==> src/rtl/swz_pkg.sv <==
package swz_pkg;

   localparam int LANES = 4;
   localparam int NSRC  = 3;
   localparam int SEL_W = 4;

   localparam logic [31:0] FP_ONE  = 32'h3F80_0000;
   localparam logic [4:0]  OPC_SCALAR_LO = 5'd9;
   localparam logic [4:0]  OPC_SCALAR_HI = 5'd12;

   typedef enum logic [2:0] {
      PICK_X    = 3'd0,
      PICK_Y    = 3'd1,
      PICK_Z    = 3'd2,
      PICK_W    = 3'd3,
      PICK_ZERO = 3'd4,
      PICK_ONE  = 3'd5,
      PICK_BAD6 = 3'd6,
      PICK_BAD7 = 3'd7
   } pick_e;

   typedef struct packed {
      logic  neg;
      pick_e pick;
   } chsel_t;

   // clamp a single-precision value into [0.0, 1.0]
   function automatic logic [31:0] clamp_unit(input logic [31:0] v);
      logic is_nan;
      is_nan = (v[30:23] == 8'hFF) && (v[22:0] != 23'd0);
      if (v[31] || is_nan)
         return 32'd0;
      else if (v >= FP_ONE)
         return FP_ONE;
      else
         return v;
   endfunction

endpackage

==> src/rtl/swz_field_map.sv <==
module swz_field_map
   import swz_pkg::*;
(
   input  logic [31:0]                  word1,
   input  logic [31:0]                  word2,
   output chsel_t [NSRC-1:0][LANES-1:0] sel
);

   // source 0 lives entirely in the upper half of word1
   for (genvar l = 0; l < LANES; l++) begin : g_s0
      assign sel[0][l] = chsel_t'(word1[31-SEL_W*l -: SEL_W]);
   end

   // source 1 straddles the word1/word2 boundary
   assign sel[1][0] = chsel_t'(word1[7:4]);
   assign sel[1][1] = chsel_t'(word1[3:0]);
   assign sel[1][2] = chsel_t'(word2[31:28]);
   assign sel[1][3] = chsel_t'(word2[27:24]);

   // source 2 lives in the lower half of word2
   for (genvar l = 0; l < LANES; l++) begin : g_s2
      assign sel[2][l] = chsel_t'(word2[15-SEL_W*l -: SEL_W]);
   end

endmodule

==> src/rtl/swz_lane_route.sv <==
module swz_lane_route
   import swz_pkg::*;
#(
   parameter int DATA_W = 32
) (
   input  chsel_t [LANES-1:0]         sel,
   input  logic [LANES*DATA_W-1:0]    vec,
   output logic [LANES*DATA_W-1:0]    op,
   output logic                       illegal
);

   localparam logic [DATA_W-1:0] ONE_VAL = DATA_W'(FP_ONE);

   logic [LANES-1:0] bad;

   for (genvar l = 0; l < LANES; l++) begin : g_lane
      logic [DATA_W-1:0] raw;
      logic              bad_l;

      always_comb begin
         bad_l = 1'b0;
         case (sel[l].pick)
            PICK_X:    raw = vec[0*DATA_W +: DATA_W];
            PICK_Y:    raw = vec[1*DATA_W +: DATA_W];
            PICK_Z:    raw = vec[2*DATA_W +: DATA_W];
            PICK_W:    raw = vec[3*DATA_W +: DATA_W];
            PICK_ZERO: raw = '0;
            PICK_ONE:  raw = ONE_VAL;
            default: begin
               raw   = '0;
               bad_l = 1'b1;
            end
         endcase
      end

      assign bad[l] = bad_l;
      assign op[l*DATA_W +: DATA_W] = {raw[DATA_W-1] ^ sel[l].neg, raw[DATA_W-2:0]};
   end

   assign illegal = |bad;

endmodule

==> src/rtl/swz_wmask_merge.sv <==
module swz_wmask_merge
   import swz_pkg::*;
#(
   parameter int DATA_W      = 32,
   parameter bit SAT_SUPPORT = 1'b1
) (
   input  logic                    clk,
   input  logic                    rst_n,
   input  logic                    res_valid,
   input  logic [LANES-1:0]        mask,
   input  logic                    sat_en,
   input  logic [LANES*DATA_W-1:0] res_vec,
   input  logic [LANES*DATA_W-1:0] old_vec,
   output logic                    wb_valid,
   output logic [LANES*DATA_W-1:0] wb_vec
);

   logic [LANES*DATA_W-1:0] merged;

   for (genvar l = 0; l < LANES; l++) begin : g_lane
      logic [DATA_W-1:0] r;
      logic [DATA_W-1:0] shaped;

      assign r = res_vec[l*DATA_W +: DATA_W];

      if (SAT_SUPPORT) begin : g_sat
         assign shaped = sat_en ? clamp_unit(r) : r;
      end else begin : g_raw
         logic unused_sat;
         assign unused_sat = sat_en;
         assign shaped     = r;
      end

      assign merged[l*DATA_W +: DATA_W] = mask[l] ? shaped : old_vec[l*DATA_W +: DATA_W];
   end

   always_ff @(posedge clk) begin
      if (!rst_n) begin
         wb_valid <= 1'b0;
         wb_vec   <= '0;
      end else begin
         wb_valid <= res_valid;
         if (res_valid)
            wb_vec <= merged;
      end
   end

endmodule

==> src/rtl/opnd_swizzle_unit.sv <==
module opnd_swizzle_unit
   import swz_pkg::*;
#(
   parameter int DATA_W      = 32,
   parameter bit SAT_SUPPORT = 1'b1,
   localparam int VEC_W      = LANES * DATA_W
) (
   input  logic             clk,
   input  logic             rst_n,
   input  logic [31:0]      word0,
   input  logic [31:0]      word1,
   input  logic [31:0]      word2,
   input  logic [VEC_W-1:0] src0_vec,
   input  logic [VEC_W-1:0] src1_vec,
   input  logic [VEC_W-1:0] src2_vec,
   output logic [VEC_W-1:0] op0_vec,
   output logic [VEC_W-1:0] op1_vec,
   output logic [VEC_W-1:0] op2_vec,
   output logic [NSRC-1:0]  sel_illegal,
   output logic             scalar_nonrep,
   input  logic             res_valid,
   input  logic [VEC_W-1:0] res_vec,
   input  logic [VEC_W-1:0] old_vec,
   output logic             wb_valid,
   output logic [VEC_W-1:0] wb_vec
);

   if (DATA_W != 32) begin : g_bad_width
      $error("opnd_swizzle_unit: lanes must be single precision (DATA_W=32)");
   end
   if (LANES != 4) begin : g_bad_lanes
      $error("opnd_swizzle_unit: selector layout assumes four lanes");
   end

   chsel_t [NSRC-1:0][LANES-1:0] sel;
   logic   [NSRC-1:0][VEC_W-1:0] src_a;
   logic   [NSRC-1:0][VEC_W-1:0] op_a;

   assign src_a[0] = src0_vec;
   assign src_a[1] = src1_vec;
   assign src_a[2] = src2_vec;

   swz_field_map u_map (
      .word1 (word1),
      .word2 (word2),
      .sel   (sel)
   );

   for (genvar s = 0; s < NSRC; s++) begin : g_src
      swz_lane_route #(.DATA_W(DATA_W)) u_route (
         .sel     (sel[s]),
         .vec     (src_a[s]),
         .op      (op_a[s]),
         .illegal (sel_illegal[s])
      );
   end

   assign op0_vec = op_a[0];
   assign op1_vec = op_a[1];
   assign op2_vec = op_a[2];

   // scalar opcodes need a replicated first operand
   logic [4:0] opc;
   logic       opc_scalar;
   logic       replicated;

   assign opc        = word0[28:24];
   assign opc_scalar = (opc >= OPC_SCALAR_LO) && (opc <= OPC_SCALAR_HI);

   always_comb begin
      replicated = (sel[0][0].pick <= PICK_W);
      for (int l = 1; l < LANES; l++)
         replicated = replicated && (sel[0][l].pick == sel[0][0].pick);
   end

   assign scalar_nonrep = opc_scalar && !replicated;

   swz_wmask_merge #(.DATA_W(DATA_W), .SAT_SUPPORT(SAT_SUPPORT)) u_merge (
      .clk       (clk),
      .rst_n     (rst_n),
      .res_valid (res_valid),
      .mask      (word0[13:10]),
      .sat_en    (word0[22]),
      .res_vec   (res_vec),
      .old_vec   (old_vec),
      .wb_valid  (wb_valid),
      .wb_vec    (wb_vec)
   );

   logic unused_word0;
   assign unused_word0 = ^{word0[31:29], word0[23], word0[21:14], word0[9:0]};

endmodule

==> config.mk <==
export PLATFORM = sky130hd
export DESIGN_NAME = opnd_swizzle_unit
export DESIGN_NICKNAME = d
export VERILOG_FILES = /design/src/rtl/swz_pkg.sv /design/src/rtl/swz_field_map.sv /design/src/rtl/swz_lane_route.sv /design/src/rtl/swz_wmask_merge.sv /design/src/rtl/opnd_swizzle_unit.sv
export SDC_FILE = /design/constraint.sdc
export NUM_CORES = 1
export LEC_CHECK = 0
export BUFFER_PORTS_ARGS = -buffer_cell sky130_fd_sc_hd__buf_2
export CAP_MARGIN = 25
export CELL_PAD_IN_SITES_DETAIL_PLACEMENT = 1
export CELL_PAD_IN_SITES_GLOBAL_PLACEMENT = 1
export CORE_AREA = 2 2 489 491
export CTS_CLUSTER_SIZE = 40
export DETAILED_ROUTE_END_ITERATION = 8
export DIE_AREA = 0 0 491 493
export MAX_ROUTING_LAYER = met4
export PLACE_DENSITY_LB_ADDON = 0.2
export RECOVER_POWER = 25
export SYNTH_ARGS = -nofsm -noshare
export SYNTH_HDL_FRONTEND = slang
export SYNTH_SLANG_ARGS = --single-unit
==> constraint.sdc <==
create_clock -name clk -period 2.71 [get_ports clk]
set_input_delay 0.1355 -clock clk [delete_from_list [all_inputs] [get_ports clk]]
set_output_delay 0.1355 -clock clk [all_outputs]
set_load 0.1 [all_outputs]
==> flow_summary.yaml, run 1 <==
placement:
  dp_cells: 6135
  portBuffers: 1217
  dp_hpwl_um: 148000
  place.gp.congestion: 0.868
  dpl-instance-area_um2: 30200
routing:
  drt_iter0_markers: 1768
  drt-total-wl_um: 178000
  drc_errors: 0
  ant_nets: 0
  via_per_inst: 3.82
  firstDrtPassIters: 5
  vias: 24700
  wl_per_cell_um: 27.5
logic_synthesis:
  synth_cells: 1858
  synth_cell_types: 54
  synth-async-reset-ratio: 0
  synth_area_per_cell_um2: 8.40
  synth_mux_area_frac: 0.0547
  ys_warn_count: 0
  synth_xor_area_frac: 0.00729
  syn_nets: 2597
  ys_dominant_reg_cell: "dfxtp_1"
  ys_ff_latch: 129
  synth_edf_count: 0
  synth.largest_area_cell: "a22o_1"
  synthSimpleGateAreaFrac: 0.102
  synth_compound_area_frac: 0.597
  netlist_area_um2: 15600
  synth_fa_ha_area_frac: 0
  synth_top_family_by_area: "compound AO/OA/AOI/OAI gates"
  yosysSeqAreaShare: 0.165
  ys_top_cells_by_area: "a22o_1, a221o_1, dfxtp_1, mux2i_1, a21o_1"
  synth_top_area_share: 0.218
power_and_ir_drop:
  leakage_nw: 14.0
  ir_drop_v: 0.000400
  power_w: 0.0152
  power_density_nw_per_um2: 462
setup_path:
  arrival_ns: 2.84
  cp-start-kind: "input port"
  critPathMaxFanout: 7
  cp_slowest_stage_delay_ns: 0.60
  worst-r2r-cell-count: 3
  end_kind: "register"
  cp.required_ns: 3.12
  crit_start: "res_vec[64]"
  worstReg2RegStart: "u_merge.wb_vec[0]"
  path_cells: "dlygate4sd3_1 > buf_2 > nor4b_1 > nand4_1 > o211a_1 > a221oi_1 > dlygate4sd3_1"
  slowest_stage: "dlygate4sd3_1"
  path_class: "in2reg"
  crit_top_cell: "dlygate4sd3_1"
  crit_path_end: "u_merge.wb_vec[88]"
  r2r_slack_ns: 1.26
  r2r_end: "u_merge.wb_vec[0]"
clocking:
  clk_pin_slew_ns: 0.08
  cts_buffers: 17
  clock_latency_ns: 0.45
  cts_resized: 0
  cts.htree.levels: 4
  cts_tree: "built"
  clockBufferDepth: 2
  cts-root-buf: "clkbuf_16"
  cts.sinks: 129
  cts_setup_buffers: 0
  hold_buffers: 212
final_layout:
  finalNonFillerCells: 6465
  design_area_um2: 32900
  fill_cells: 28200
  layout_common_cells: "buf_2, a22o_1, buf_12, a221o_1, dlygate4sd3_1"
  drive_gt1_frac: 0.397
  syn_to_final_growth_pct: 111
  mostFrequentLayoutCell: "buf_2"
  final_nets: 3938
die:
  die_h_um: 493
  design.core.area_um2: 237000
  dieArea_um2: 242000
  top_level_ports: 1256
  core.rowCount: 179
  die_x_um: 491
  initial_core_util: 0.0659
timing:
  rsz0062_at_grt: "no"
  worst_slew_pin_slew_ns: 1.74
  fin_skew_ns: 0
  setup_viol: 0
  relSlewSlack: -0.154
  finalMaxSlewViolations: 10
  hold_viol_final: 0
  fin_crit_ns: 2.44
  min_period_over_period: 0.899
  achievable-frequency_ghz: 0.411
run_status:
  violations: "capacitance limit, slew limit"
  status: "finished with violations"
grt:
  grt_max_degree: 65
  grtUsageTotal: 0.142
  grt_pass1_vias: 25300
  gr-total-overflow: 0
  antenna_found_initial: 139
  grt_pass1_wl_um: 236000
flow_run:
  drv_cap: 11
worst_hold_path:
  min_path_type: "in2reg"
  min_path_cells: 2
## state kept, by name, summed over array words and instances (netlist names)
name and count:
u_merge.wb_valid 1, u_merge.wb_vec 128
## power breakdown
group | leakage, nW | total (W) | switching (W) | internal, W
Combinational | 12.7 | 0.0105 | 0.00747 | 0.00307
Clock | 0.285 | 0.00251 | 0.00112 | 0.00139
Sequential | 1.06 | 0.00213 | 0.000105 | 0.00203
## logic make-up (layout without fill, tap and decap cells)
family,count (synthesis),count (layout)
compound gates,1110,1110
flops,129,129
xor+xnor,13,13
other cells,0,86
mux,84,84
buf+inv,232,1586
simple gates,290,290
## Yosys cell counts (all sizes together) (11+ instances only)
master   instances
a22o           388
a221o          282
buf            159
dfxtp          129
nor2            96
a21o            92
mux2i           73
o22ai           73
a21oi           67
nand2           61
o21ai           57
clkbuf          56
a221oi          37
a22oi           26
o21a            23
o2bb2ai         22
nor3b           21
nand2b          18
nor2b           18
nor4            16
inv             13
o211a           12
xnor2           12
mux2            11
## through the flow
step,utilization,TNS (ns),setup WS [ns],hold slack [ns]
detailed placement,0.127,0,0.505,0.352
global route,0.139,0,0.151,0.000598
global placement,0.127,0,0.510,0.349
finish,0.139,0,0.274,0.0220
CTS,0.139,0,0.289,0.00172
floorplan,-,-0.427,-0.213,0.245
## worst max-delay path: cells and delay by family
family | cells | cell delay [ns]
compound gates | 2 | 0.66
simple gates | 2 | 0.76
buf+inv | 3 | 1.28
## worst min path at each step
stage,start,to,slack [ns]
after floorplan,res_vec[0],u_merge.wb_vec[0],0.25
after detailed placement,res_vec[17],u_merge.wb_vec[17],0.35
final,res_vec[70],u_merge.wb_vec[70],0.02
after CTS,res_vec[70],u_merge.wb_vec[70],0.002
after global routing,res_vec[70],u_merge.wb_vec[70],0.0006
after global placement,res_vec[64],u_merge.wb_vec[64],0.35
## metal layers
layer	GRT usage	wire length, um	part of all wire	vias to the layer above
met5	-	0	0	-
met3	0.0324	12000	0.067	210
met1	0.165	72100	0.41	12500
met4	0.0307	5090	0.029	0
met2	0.249	88400	0.50	1226
li1	-	-	-	10700
## final cells by class
cell class | count | area, um2 | area share
multi-input combinational | 1497 | 12000 | 0.366
inverter | 17 | 63.8 | 0.00194
clock buffer | 18 | 429 | 0.0130
timing repair buffer | 1537 | 13400 | 0.409
tap | 3167 | 3960 | 0.120
clock inverter | 14 | 169 | 0.00513
antenna | 86 | 215 | 0.00654
sequential | 129 | 2580 | 0.0785
Note: power is estimated with default switching activity, not from simulation.
==> inputs of run 2 (changes only) <==
Settings changed: ABC_AREA set to 1, CORE_AREA 2 2 489 491 to 2 2 482 484, DIE_AREA 0 0 491 493 to 0 0 484 486, GPL_ROUTABILITY_DRIVEN set to 1.
==> run 2 against run 1 <==
  * The run still ends with capacitance limit, slew limit left
  * Synthesized cell count is 47% higher
  * Register-to-register slack improved by 0.08 ns
  * Via count rose by 11%
  * Die area decreased by 2.8%
==> flow_summary.yaml, run 2 <==
clocking:
  clockBufferDepth: 2
  cts_resized: 0
  cts-root-buf: "clkbuf_16"
  cts.htree.levels: 4
  cts_setup_buffers: 0
  clk_pin_slew_ns: 0.07
  hold_buffers: 243
  clock_latency_ns: 0.48
  cts_tree: "built"
  cts.sinks: 129
  cts_buffers: 17
logic_synthesis:
  ys_ff_latch: 129
  synth.largest_area_cell: "a21oi_1"
  synth_commonest_cells: "a21oi_1, nand2_1, inv_1"
  ys_warn_count: 0
  ys_top_cells_by_area: "a21oi_1, dfxtp_1, o221ai_1, nand2_1, inv_1"
  synth_most_common_cell: "a21oi_1"
  synth_area_per_cell_um2: 5.81
  synth_top_area_share: 0.167
  synth_edf_count: 0
  syn_nets: 3475
  ys_dominant_reg_cell: "dfxtp_1"
  synth-async-reset-ratio: 0
  netlist_area_um2: 15900
  yosysSeqAreaShare: 0.163
  synth_cells: 2736
  synth_cell_types: 30
grt:
  grt_pass1_vias: 29000
  gr-total-overflow: 0
  grtUsageTotal: 0.149
  grt_pass1_wl_um: 243000
  antenna_found_initial: 132
  grt_max_degree: 130
timing:
  fin_crit_ns: 2.59
  min_period_over_period: 0.954
  relSlewSlack: -0.0883
  hold_viol_final: 0
  tns_ns: 0
  fin_ws_ns: 0.125
  fin_skew_ns: 0
  achievable-frequency_ghz: 0.387
  rsz0062_at_grt: "no"
  worst_slew_pin_slew_ns: 1.63
  finalMaxSlewViolations: 134
  setup_viol: 0
die:
  initial_core_util: 0.0692
  top_level_ports: 1256
  design.core.area_um2: 229000
  die_h_um: 486
  die_x_um: 484
  dieArea_um2: 235000
  core.rowCount: 176
final_layout:
  top_regs: "u_merge.wb_vec x128, u_merge.wb_valid x1"
  fill_cells: 28100
  layout_common_cells: "buf_2, a21oi_1, nand2_1, inv_1, nor2_1"
  final_nets: 4853
  regMostFlops: "u_merge.wb_vec"
  syn_to_final_growth_pct: 100
  drive_gt1_frac: 0.308
  largest_reg_flops: 128
  mostFrequentLayoutCell: "buf_2"
routing:
  firstDrtPassIters: 5
  ant_nets: 0
  drc_errors: 0
  wl_per_cell_um: 24.7
  drt_iter0_markers: 1370
  vias: 27500
  via_per_inst: 3.79
  drt-total-wl_um: 179000
setup_path:
  path_class: "in2out"
  cp-start-kind: "input port"
  critPathMaxFanout: 26
  arrival_ns: 2.45
  cp.required_ns: 2.57
  end_kind: "primary output"
worst_hold_path:
  min_path_type: "in2reg"
power_and_ir_drop:
  ir_drop_v: 0.000446
  power_frac_comb: 0.683
  p_sw_frac: 0.596
  leakage_nw: 14.0
  power_density_nw_per_um2: 470
  power_w: 0.0150
  p_switching_w: 0.00893
  clockPowerShare: 0.176
  pwr-share-seq: 0.142
  p_int_w: 0.00604
run_status:
  violations: "capacitance limit, slew limit"
  status: "finished with violations"
placement:
  pre_cts_ws_ns: 0.498
  portBuffers: 1217
  dp_hpwl_um: 148000
  place.gp.congestion: 0.838
flow_run:
  drv_cap: 5
[run 2: power groups by stage]
stage                     logic, W  clock network (W)  registers, W
after floorplan            0.00539                  0       0.00312
after global placement      0.0100                  0       0.00216
after detailed placement    0.0100                  0       0.00216
after CTS                   0.0104            0.00275       0.00212
after global routing        0.0106            0.00280       0.00214
final                       0.0102            0.00263       0.00212
[run 2: cell type report]
| cell class | instances | area (um2) | share of cell area |
|---|---|---|---|
| clock buffers | 18 | 439 | 0.0138 |
| multi-input cells | 2034 | 10900 | 0.343 |
| diodes | 91 | 228 | 0.00715 |
| repair buffers | 1557 | 12300 | 0.386 |
| inverters | 375 | 1410 | 0.0443 |
| clock inverters | 14 | 190 | 0.00597 |
| flip-flops and latches | 129 | 2580 | 0.0811 |
| well taps | 3026 | 3790 | 0.119 |
[run 2: final timing paths]
check / from / endpoint / slack [ns] / cells after the start
max: word2[14] / op2_vec[7] / 0.12 / 6
min reg2reg: u_merge.wb_vec[27] / u_merge.wb_vec[27] / 0.53 / 2
min: res_vec[26] / u_merge.wb_vec[26] / 0.05 / 5
max reg2reg: u_merge.wb_vec[35] / u_merge.wb_vec[35] / 1.34 / 3
[run 2: cells by family after synthesis]
logic type,after synthesis,synth area share
XOR/XNOR,12,0.00662
AND/OR/NAND/NOR,855,0.219
buffers and inverters,573,0.151
flip-flops,129,0.163
AO/OA/AOI/OAI,1167,0.461
[run 2: routing by layer]
layer | part of all wire | global-route usage | vias to the layer above
met5 | 0 | - | -
met4 | 0.023 | 0.0290 | 0
met3 | 0.067 | 0.0382 | 149
met2 | 0.50 | 0.260 | 1102
met1 | 0.41 | 0.172 | 13500
li1 | - | - | 12700
[run 2: metrics by stage]
| stage | area (um2) | hold slack, ns | utilization | instances |
|---|---|---|---|---|
| 2_1_floorplan | 15900 | 0.294 | - | 2736 |
| 3_3_place_gp | 28800 | 0.409 | 0.126 | 6878 |
| 3_5_place_dp | 28800 | 0.417 | 0.126 | 6878 |
| 4_1_cts | 31900 | 0.00223 | 0.139 | 7153 |
| 5_1_grt | 31800 | 0.0498 | 0.139 | 7230 |
| 6_report | 31800 | 0.0526 | 0.139 | 7244 |
[run 2: critical path: stages]
cell and delay [ns]:
buf_2 0.14, nor2_1 0.15, nand2_1 0.07, clkbuf_2 0.51
o221ai_1 0.40, dlymetal6s4s_1 0.99
==> inputs of run 3 (changes only) <==
Settings changed: ABC_CLOCK_PERIOD_IN_PS set to 2710, CORE_AREA 2 2 482 484 to 2 2 489 491, CTS_CLUSTER_DIAMETER set to 80, DIE_AREA 0 0 484 486 to 0 0 491 493, SYNTH_HIERARCHICAL set to 1.
==> run 3 against run 2 <==
  * The run now fails in detailed routing (5_2_route)
  * Synthesized area increased by 9.0%
  * Synthesized cell count grew 21%
  * Global-route usage up 2.1 points
==> flow_summary.yaml, run 3 <==
grt:
  gr-total-overflow: 0
  grtUsageTotal: 0.170
  grt_max_degree: 130
  antenna_found_initial: 161
  grt_pass1_vias: 30400
  grt_pass1_wl_um: 279000
die:
  die_h_um: 493
  initial_core_util: 0.0731
  die_x_um: 491
  top_level_ports: 1256
  core.rowCount: 179
placement:
  dpl-instance-area_um2: 28200
  place.gp.congestion: 0.893
  dp_hpwl_um: 174000
  portBuffers: 1217
run_status:
  status: "stopped before the end"
  stop_stage: "detailed routing (5_2_route)"
  error_line: "[ERROR DRT-0255] Maze Route cannot find path of net src2_vec[66] in worker of routeBox ( 483000 96600 ) ( 491000 144900 )."
logic_synthesis:
  synth_commonest_cells: "nand2_1, nand4_1, a21oi_1"
  synth_cells: 3312
  synth.largest_area_cell: "nand2_1"
  synth_cell_types: 30
  synth_edf_count: 0
  ys_top_cells_by_area: "nand2_1, dfxtp_1, nand4_1, a21oi_1, o21ai_0"
  syn_nets: 4051
  synth_most_common_cell: "nand2_1"
  synth-async-reset-ratio: 0
  ys_warn_count: 6
  synth_top_area_share: 0.330
  synth_area_per_cell_um2: 5.23
  ys_dominant_reg_cell: "dfxtp_1"
  ys_ff_latch: 129
  yosysSeqAreaShare: 0.149
  netlist_area_um2: 17300
clocking:
  cts_buffers: 17
  cts.htree.levels: 4
  cts_resized: 0
  clockBufferDepth: 2
  cts.sinks: 129
  cts-root-buf: "clkbuf_16"
==> run 3: changes by cell type after synthesis, sizes merged, moves of 25 or more <==
cell     delta
nand2    +1140
buf        +79
o22ai      -26
a221oi     -25
inv       -201
o2111ai    -42
nor3       +29
a21oi     -247
nor2      -212
nand3      +25
nand4     +349
o221ai    -260
==> run 3: routing by layer <==
| layer | global-route usage |
|---|---|
| met1 | 0.190 |
| met2 | 0.296 |
| met3 | 0.0382 |
| met4 | 0.0576 |
| met5 | - |
==> run 3: cells by family after synthesis <==
| kind of cell | count (synthesis) | share of synthesized area |
|---|---|---|
| compound gates | 545 | 0.175 |
| buf+inv | 449 | 0.124 |
| flops | 129 | 0.149 |
| simple gates | 2189 | 0.552 |
==> run 3: timing repair <==
item / 4_1_cts / 5_1_grt
setup buffers: 0 / 0
hold buffers: 206 / 0
endpoints found under the hold margin: 122 / 0
==> run 3: per-stage QoR <==
| step | hold slack [ns] | util | instances | setup WS, ns |
|---|---|---|---|---|
| detailed placement | 0.423 | 0.119 | 7520 | 0.543 |
| global placement | 0.419 | 0.119 | 7520 | 0.546 |
| floorplan | 0.294 | - | 3312 | 0.347 |
| CTS | 0.00644 | 0.130 | 7758 | 0.530 |
| global route | 0.0129 | 0.131 | 7860 | 0.347 |
==> inputs of run 4 (changes only) <==
Settings changed: CELL_PAD_IN_SITES_DETAIL_PLACEMENT 1 to not set, CELL_PAD_IN_SITES_GLOBAL_PLACEMENT 1 to not set, CORE_AREA 2 2 489 491 to 2 2 494 496, CTS_CLUSTER_DIAMETER 80 to not set, CTS_CLUSTER_SIZE 40 to not set, DIE_AREA 0 0 491 493 to 0 0 496 498, MAX_ROUTING_LAYER met4 to not set, PLACE_DENSITY_LB_ADDON 0.2 to 0.15.
==> run 4 against run 3 <==
  * The flow now finishes, with violations (capacitance limit, slew limit)
  * Synthesized area stayed put
  * Global-route usage shrank 1.3 points
  * Synthesized cell count is the same
==> flow_summary.yaml, run 4 <==
final_layout:
  final_nets: 5310
  multiInputGateArea_um2: 12700
  ff_latch_area_um2: 2580
  top_regs: "u_merge/wb_vec x128, u_merge/wb_valid x1"
  layout_common_cells: "nand2_1, buf_2, nand4_1, a21oi_1, dlygate4sd3_1"
  mostFrequentLayoutCell: "nand2_1"
  fill_cells: 28600
  largest_reg_flops: 128
  syn_to_final_growth_pct: 82.1
  regMostFlops: "u_merge/wb_vec"
  drive_gt1_frac: 0.283
grt:
  grt_max_degree: 59
  antenna_found_initial: 161
  grt_pass1_vias: 28400
  grtUsageTotal: 0.157
  grt_pass1_wl_um: 268000
  gr-total-overflow: 0
clocking:
  clock_latency_ns: 0.47
  cts.htree.levels: 4
  cts-root-buf: "clkbuf_16"
  cts_setup_buffers: 0
  cts.sinks: 129
  clk_pin_slew_ns: 0.07
  cts_tree: "built"
  cts_buffers: 17
  clockBufferDepth: 2
logic_synthesis:
  ys_ff_latch: 129
  synth_edf_count: 0
  netlist_area_um2: 17300
  synth_cell_types: 30
  synth_cells: 3312
  ys_warn_count: 6
  syn_nets: 4051
  synth-async-reset-ratio: 0
  yosysSeqAreaShare: 0.149
  ys_top_cells_by_area: "nand2_1, dfxtp_1, nand4_1, a21oi_1, o21ai_0"
  ys_dominant_reg_cell: "dfxtp_1"
  synth_most_common_cell: "nand2_1"
  synth.largest_area_cell: "nand2_1"
  synth_top_area_share: 0.330
  synth_commonest_cells: "nand2_1, nand4_1, a21oi_1"
  synth_area_per_cell_um2: 5.23
die:
  initial_core_util: 0.0716
  core.rowCount: 181
  top_level_ports: 1256
  design.core.area_um2: 242000
  die_h_um: 498
  die_x_um: 496
  dieArea_um2: 247000
setup_path:
  end_kind: "register"
  cp.required_ns: 3.11
  path_class: "in2reg"
  critPathMaxFanout: 30
  arrival_ns: 2.90
  cp-start-kind: "input port"
routing:
  firstDrtPassIters: 6
  wl_per_cell_um: 26.2
  drt-total-wl_um: 206000
  drt_iter0_markers: 2447
  via_per_inst: 3.86
  ant_nets: 0
  drc_errors: 0
  vias: 30300
timing:
  setup_viol: 0
  hold_viol_final: 0
  fin_skew_ns: 0
  rsz0062_at_grt: "no"
  relSlewSlack: -0.0386
  achievable-frequency_ghz: 0.400
  min_period_over_period: 0.922
  worst_slew_pin_slew_ns: 1.56
  finalMaxSlewViolations: 30
  tns_ns: 0
  hold_slack_ns: 0.0125
  fin_crit_ns: 2.50
flow_run:
  drv_cap: 3
power_and_ir_drop:
  p_switching_w: 0.00915
  p_sw_frac: 0.628
  leakage_nw: 13.4
  p_int_w: 0.00542
  pwr-share-seq: 0.147
  power_frac_comb: 0.683
  ir_drop_v: 0.000456
  clockPowerShare: 0.170
  power_density_nw_per_um2: 462
run_status:
  status: "finished with violations"
  violations: "capacitance limit, slew limit"
placement:
  dp_hpwl_um: 169000
  portBuffers: 1217
  place.gp.congestion: 0.905
worst_hold_path:
  min_path_type: "in2reg"
==> run 4: cells by family after synthesis <==
| kind of cell | count (synthesis) | synth area share |
|---|---|---|
| AND/OR/NAND/NOR | 2189 | 0.552 |
| AO/OA/AOI/OAI | 545 | 0.175 |
| buffers and inverters | 449 | 0.124 |
| flip-flops | 129 | 0.149 |
==> run 4: through the flow <==
step / power, W / util / cells / setup slack, ns / cell area, um2
after floorplan: 0.00843 / - / 3312 / 0.347 / 17300
after global placement: 0.0120 / 0.120 / 7555 / 0.452 / 29000
after detailed placement: 0.0120 / 0.120 / 7555 / 0.451 / 29000
after CTS: 0.0148 / 0.131 / 7786 / 0.235 / 31600
after global routing: 0.0150 / 0.130 / 7814 / 0.130 / 31500
final: 0.0146 / 0.130 / 7837 / 0.213 / 31500
==> run 4: power groups by stage <==
stage | registers (W) | clock network, W | logic (W)
after floorplan | 0.00312 | 0 | 0.00531
after global placement | 0.00219 | 0 | 0.00980
after detailed placement | 0.00219 | 0 | 0.00979
after CTS | 0.00215 | 0.00254 | 0.0101
after global routing | 0.00216 | 0.00261 | 0.0103
final | 0.00215 | 0.00248 | 0.00995
==> run 4: timing repair <==
item                                    CTS  global route
endpoints found under the setup margin    0             0
resized for setup                         0             0
endpoints found under the hold margin   123             0
hold buffers                            199             0
==> run 4: cell type report <==
type                    count  share of cell area
clock buffers              18              0.0139
well taps                3202               0.127
diodes                     51             0.00405
multi-input cells        2734               0.403
repair buffers           1512               0.344
clock inverters            14             0.00468
flip-flops and latches    129              0.0819
inverters                 177              0.0212
==> run 4: worst max-delay path, cell delays in order <==
cell and delay [ns]:
dlygate4sd3_1 0.55, buf_2 0.13, nand2_1 0.05, nor2_1 0.05
nand2_1 0.20, nand3_2 0.10, nand2_2 0.66, nand3_1 0.22
a21oi_1 0.20, dlygate4sd3_1 0.58
==> run 4: worst paths after layout <==
path	start	end	slack, ns	cells after the start
min	res_vec[101]	u_merge/wb_vec[101]	0.01	3
min reg2reg	u_merge/wb_vec[86]	u_merge/wb_vec[86]	0.51	2
max	res_vec[89]	u_merge/wb_vec[70]	0.21	10
max reg2reg	u_merge/wb_vec[16]	u_merge/wb_vec[16]	1.29	3
==> run 4: metal layers <==
metal | track usage | share of wire | wire length [um]
met1 | 0.177 | 0.38 | 77600
met2 | 0.281 | 0.50 | 103000
met3 | 0.0454 | 0.086 | 17700
met4 | 0.0467 | 0.031 | 6440
met5 | 0 | 0.0028 | 566
